==> src/rtl/fwd_pkg.sv <==
package fwd_pkg;
    localparam int REG_W  = 5;
    localparam int DATA_W = 32;

    typedef enum logic [1:0] {
        SRC_REGFILE = 2'b00,
        SRC_WBACK   = 2'b01,
        SRC_EXMEM   = 2'b10
    } fwd_src_e;
endpackage

==> src/rtl/fwd_match.sv <==
module fwd_match #(
    parameter int REG_W = 5
) (
    input  logic             we_i,
    input  logic [REG_W-1:0] dst_i,
    input  logic [REG_W-1:0] src_i,
    output logic             hit_o
);
    localparam logic [REG_W-1:0] ZERO_REG = '0;

    always_comb begin
        hit_o = we_i && (dst_i != ZERO_REG) && (dst_i == src_i);
    end
endmodule

==> src/rtl/fwd_select.sv <==
module fwd_select
    import fwd_pkg::*;
#(
    parameter int REG_W = 5
) (
    input  logic             src_i,
    input  logic             exm_we_i,
    input  logic [REG_W-1:0] exm_rd_i,
    input  logic             mwb_we_i,
    input  logic [REG_W-1:0] mwb_rd_i,
    input  logic [REG_W-1:0] reg_i,
    output fwd_src_e         sel_o
);
    logic exm_hit;
    logic mwb_hit;

    fwd_match #(.REG_W(REG_W)) u_exm_match (
        .we_i  (exm_we_i),
        .dst_i (exm_rd_i),
        .src_i (reg_i),
        .hit_o (exm_hit)
    );

    fwd_match #(.REG_W(REG_W)) u_mwb_match (
        .we_i  (mwb_we_i),
        .dst_i (mwb_rd_i),
        .src_i (reg_i),
        .hit_o (mwb_hit)
    );

    always_comb begin
        unique case ({exm_hit, mwb_hit})
            2'b10, 2'b11: sel_o = SRC_EXMEM;
            2'b01:        sel_o = SRC_WBACK;
            default:      sel_o = SRC_REGFILE;
        endcase
    end

    logic unused_src;
    assign unused_src = src_i;
endmodule

==> src/rtl/fwd_mux.sv <==
module fwd_mux
    import fwd_pkg::*;
#(
    parameter int DATA_W = 32
) (
    input  logic [1:0]        sel_i,
    input  logic [DATA_W-1:0] rf_i,
    input  logic [DATA_W-1:0] exm_i,
    input  logic [DATA_W-1:0] mwb_i,
    output logic [DATA_W-1:0] opnd_o
);
    always_comb begin
        case (sel_i)
            SRC_EXMEM: opnd_o = exm_i;
            SRC_WBACK: opnd_o = mwb_i;
            default:   opnd_o = rf_i;
        endcase
    end
endmodule

==> src/rtl/fwd_unit.sv <==
module fwd_unit
    import fwd_pkg::*;
#(
    parameter int RW = REG_W,
    parameter int DW = DATA_W
) (
    input  logic [RW-1:0] exe_rs_i,
    input  logic [RW-1:0] exe_rt_i,
    input  logic [DW-1:0] exe_rf_a_i,
    input  logic [DW-1:0] exe_rf_b_i,
    input  logic          exm_we_i,
    input  logic [RW-1:0] exm_rd_i,
    input  logic [DW-1:0] exm_result_i,
    input  logic          mwb_we_i,
    input  logic [RW-1:0] mwb_rd_i,
    input  logic [DW-1:0] mwb_result_i,
    output logic [1:0]    sel_a_o,
    output logic [1:0]    sel_b_o,
    output logic [DW-1:0] opnd_a_o,
    output logic [DW-1:0] opnd_b_o
);
    localparam int NUM_OPS = 2;

    logic [RW-1:0] src_reg [NUM_OPS];
    logic [DW-1:0] rf_val  [NUM_OPS];
    logic [1:0]    sel     [NUM_OPS];
    logic [DW-1:0] opnd    [NUM_OPS];

    always_comb begin
        src_reg[0] = exe_rs_i;
        src_reg[1] = exe_rt_i;
        rf_val[0]  = exe_rf_a_i;
        rf_val[1]  = exe_rf_b_i;
    end

    for (genvar op = 0; op < NUM_OPS; op++) begin : g_op
        fwd_src_e sel_e;

        fwd_select #(.REG_W(RW)) u_sel (
            .src_i    (1'b0),
            .exm_we_i (exm_we_i),
            .exm_rd_i (exm_rd_i),
            .mwb_we_i (mwb_we_i),
            .mwb_rd_i (mwb_rd_i),
            .reg_i    (src_reg[op]),
            .sel_o    (sel_e)
        );

        assign sel[op] = sel_e;

        fwd_mux #(.DATA_W(DW)) u_mux (
            .sel_i  (sel[op]),
            .rf_i   (rf_val[op]),
            .exm_i  (exm_result_i),
            .mwb_i  (mwb_result_i),
            .opnd_o (opnd[op])
        );

        always_comb begin

            exm_bypass_chk: assert (!(exm_we_i && exm_rd_i != '0 && exm_rd_i == src_reg[op])
                                    || opnd[op] == exm_result_i);

            no_writer_chk: assert (exm_we_i || mwb_we_i || sel[op] == SRC_REGFILE);

            zero_dst_chk: assert (exm_rd_i != '0 || mwb_rd_i != '0 || opnd[op] == rf_val[op]);

            no_code3_chk: assert (sel[op] != 2'b11);
        end
    end

    assign sel_a_o  = sel[0];
    assign sel_b_o  = sel[1];
    assign opnd_a_o = opnd[0];
    assign opnd_b_o = opnd[1];
endmodule

==> config.mk <==
export PLATFORM = sky130hd
export DESIGN_NAME = fwd_unit
export DESIGN_NICKNAME = d
export VERILOG_FILES = /design/src/rtl/fwd_pkg.sv /design/src/rtl/fwd_match.sv /design/src/rtl/fwd_select.sv /design/src/rtl/fwd_mux.sv /design/src/rtl/fwd_unit.sv
export SDC_FILE = /design/constraint.sdc
export NUM_CORES = 1
export LEC_CHECK = 0
export ABC_AREA = 1
export BUFFER_PORTS_ARGS = -buffer_cell sky130_fd_sc_hd__buf_4
export CORE_UTILIZATION = 30
export DETAILED_ROUTE_END_ITERATION = 12
export PLACE_DENSITY_LB_ADDON = 0.05
export SLEW_MARGIN = 20
export SYNTH_ARGS = -nofsm -noshare
export SYNTH_HDL_FRONTEND = slang
export SYNTH_HIERARCHICAL = 1
export SYNTH_SLANG_ARGS = --single-unit
==> constraint.sdc <==
create_clock -name vclk -period 3.95
set_input_delay 0.395 -clock vclk [all_inputs]
set_output_delay 0.395 -clock vclk [all_outputs]
set_load 0.03 [all_outputs]
==> metrics.json <==
{
  "crit_type": {"value": "in -> out"},
  "grt_start_max_net_pins": {"value": 33},
  "timing.hold.worst_endpoint": {"value": "opnd_b_o[4]"},
  "dp_hpwl": {"value": 7420, "unit": "µm"},
  "initial_antenna_violation_count": {"value": 0},
  "height_of_the_die": {"value": 88.5, "unit": "µm"},
  "core-area": {"value": 7250, "unit": "µm²"},
  "fp-row-count": {"value": 31},
  "rsz0062_at_grt": {"value": "false"},
  "port_buffers": {"value": 218},
  "netlist_instances": {"value": 542},
  "post_drt_wl_per_cell": {"value": 11.4, "unit": "µm"},
  "critPathLaunchType": {"value": "primary input"},
  "dr.pass1.iters": {"value": 4},
  "synth.net_count": {"value": 696},
  "finalSetupTns": {"value": 0, "unit": "ns"},
  "p_per_area": {"value": 114, "unit": "nW/µm²"},
  "final.period_utilization": {"value": 73.8, "unit": "%"},
  "drv_slew": {"value": 0},
  "boundaryPins": {"value": 218},
  "route.vias.total": {"value": 3755},
  "vdd_drop_max": {"value": 0.0520, "unit": "mV"},
  "mapped_cell_area": {"value": 2240, "unit": "µm²"},
  "drt.antenna.violating_nets": {"value": 0},
  "endpoint_kind": {"value": "output pin"},
  "max_slew.worst_pin.slew": {"value": 0.638, "unit": "ns"},
  "drt_wl_total": {"value": 9490, "unit": "µm"},
  "cp.required": {"value": 3.56, "unit": "ns"},
  "hold_buffers": {"value": 0},
  "critical_path.max_fanout": {"value": 22},
  "place_inst": {"value": 836},
  "final_nets": {"value": 893},
  "outcome": {"value": "finished, final reports clean"},
  "floorplan.initialDensity": {"value": 30.9, "unit": "%"},
  "globalRoute.totalOverflow": {"value": 0},
  "synth.yosys.warnings": {"value": 6},
  "drt_iter0_drc": {"value": 119},
  "grt_first_pass_wirelength": {"value": 14000, "unit": "µm"},
  "clock.fmax": {"value": 343, "unit": "MHz"},
  "route.detailed.vias_per_inst": {"value": 4.49},
  "seq_cells": {"value": 0},
  "hold_violations": {"value": 0},
  "route.detailed.drc": {"value": 0},
  "antenna-diode-count": {"value": 0},
  "worstPathArrival": {"value": 2.52, "unit": "ns"},
  "postSynthAreaPerCell": {"value": 4.14, "unit": "µm²"},
  "post_cts_buffers": {"value": 0},
  "final-seq-area": {"value": 0, "unit": "µm²"},
  "n_clock_buffer": {"value": 0},
  "synthToLayoutAreaGrowth": {"value": 69.1, "unit": "%"},
  "finalCriticalPeriod": {"value": 2.91, "unit": "ns"},
  "layout-drive-gt1-share": {"value": 31.2, "unit": "%"},
  "depth_of_the_worst_hold_timing_path": {"value": 4},
  "design.die.area": {"value": 7830, "unit": "µm²"},
  "min_from": {"value": "exe_rf_b_i[4]"},
  "drv.max_cap_violation_count": {"value": 0},
  "post_layout_cell_count": {"value": 836},
  "power.leakage": {"value": 0.00256, "unit": "µW"},
  "hold_class": {"value": "in -> out"},
  "gr-usage-all-layers": {"value": 22.1, "unit": "%"},
  "maxSlewHeadroom": {"value": 57.4, "unit": "%"},
  "vias_in_the_first_global_route": {"value": 3223},
  "floorplan.die.width": {"value": 88.5, "unit": "µm"},
  "report.final.setup_viol": {"value": 0},
  "place_congestion": {"value": 0.825},
  "cts.repair.resized": {"value": 0}
}
-- power breakdown --
part	internal (µW)	switching, µW	total, µW
sequential	0	0	0
clock	0	0	0
combinational	196	236	432
total	196	236	432
-- routing by layer --
metal | vias up | global-route usage [%] | routed length [µm]
met2 | 160 | 43.6 | 4760
li1 | 1965 | - | -
met5 | - | 0 | 0
met1 | 1620 | 25.8 | 3770
met3 | 10 | 2.89 | 847
met4 | 0 | 2.35 | 114
-- layout make-up --
type / count / area (µm²)
fill: 821 / 3460
multi-input combinational: 470 / 1830
timing repair buffer: 223 / 1670
inverter: 44 / 165
tap: 99 / 124
-- critical path: stages --
cell and delay (ns):
buf_4 0.10, inv_1 0.04, nand2_1 0.05, nand2_1 0.07, nor2_2 0.10, nand3_1 0.06, nor2_1 0.27, nor2_1 0.15
inv_1 0.08, ha_1 0.41, buf_4 0.34, nand2_1 0.08, nand2_1 0.06, nand2_1 0.07, nand2_1 0.09, buf_4 0.15
-- worst max-delay path by stage --
| stage | startpoint | to | slack, ns | cells after the start |
|---|---|---|---|---|
| 2_1_floorplan | mwb_rd_i[0] | opnd_a_o[0] | 1.29 | 15 |
| 5_1_grt | exe_rt_i[3] | opnd_b_o[30] | 0.73 | 16 |
| 4_1_cts | exe_rt_i[3] | opnd_b_o[29] | 1.0 | 16 |
| 3_3_place_gp | exm_rd_i[3] | opnd_a_o[24] | 0.89 | 15 |
| 3_5_place_dp | exe_rt_i[3] | opnd_b_o[29] | 1.01 | 16 |
| 6_report | exe_rt_i[3] | opnd_b_o[29] | 1.04 | 16 |
-- per-stage QoR --
| step | hold slack (ns) | worst slack [ns] | instance area (µm²) | total power (µW) | util, % |
|---|---|---|---|---|---|
| finish | 1.11 | 1.04 | 3790 | 432 | 52.3 |
| global route | 1.11 | 0.732 | 3790 | 469 | 52.3 |
| CTS | 1.11 | 0.998 | 3790 | 434 | 52.3 |
| detailed placement | 1.11 | 1.01 | 3790 | 433 | 52.3 |
| global placement | 1.10 | 0.894 | 3790 | 429 | 52.3 |
| floorplan | 1.01 | 1.29 | 2240 | 217 | - |
-- cell usage in the layout, fill, tap and decap left out --
| cell | count |
|---|---|
| nand3_1 | 8 |
| ha_2 | 1 |
| inv_2 | 2 |
| nor2_1 | 14 |
| ha_1 | 3 |
| a21oi_1 | 4 |
| buf_4 | 223 |
| inv_1 | 42 |
| nand2_1 | 432 |
| nor2_2 | 4 |
| o21ai_1 | 4 |
Note: power is estimated with default switching activity, not from simulation.
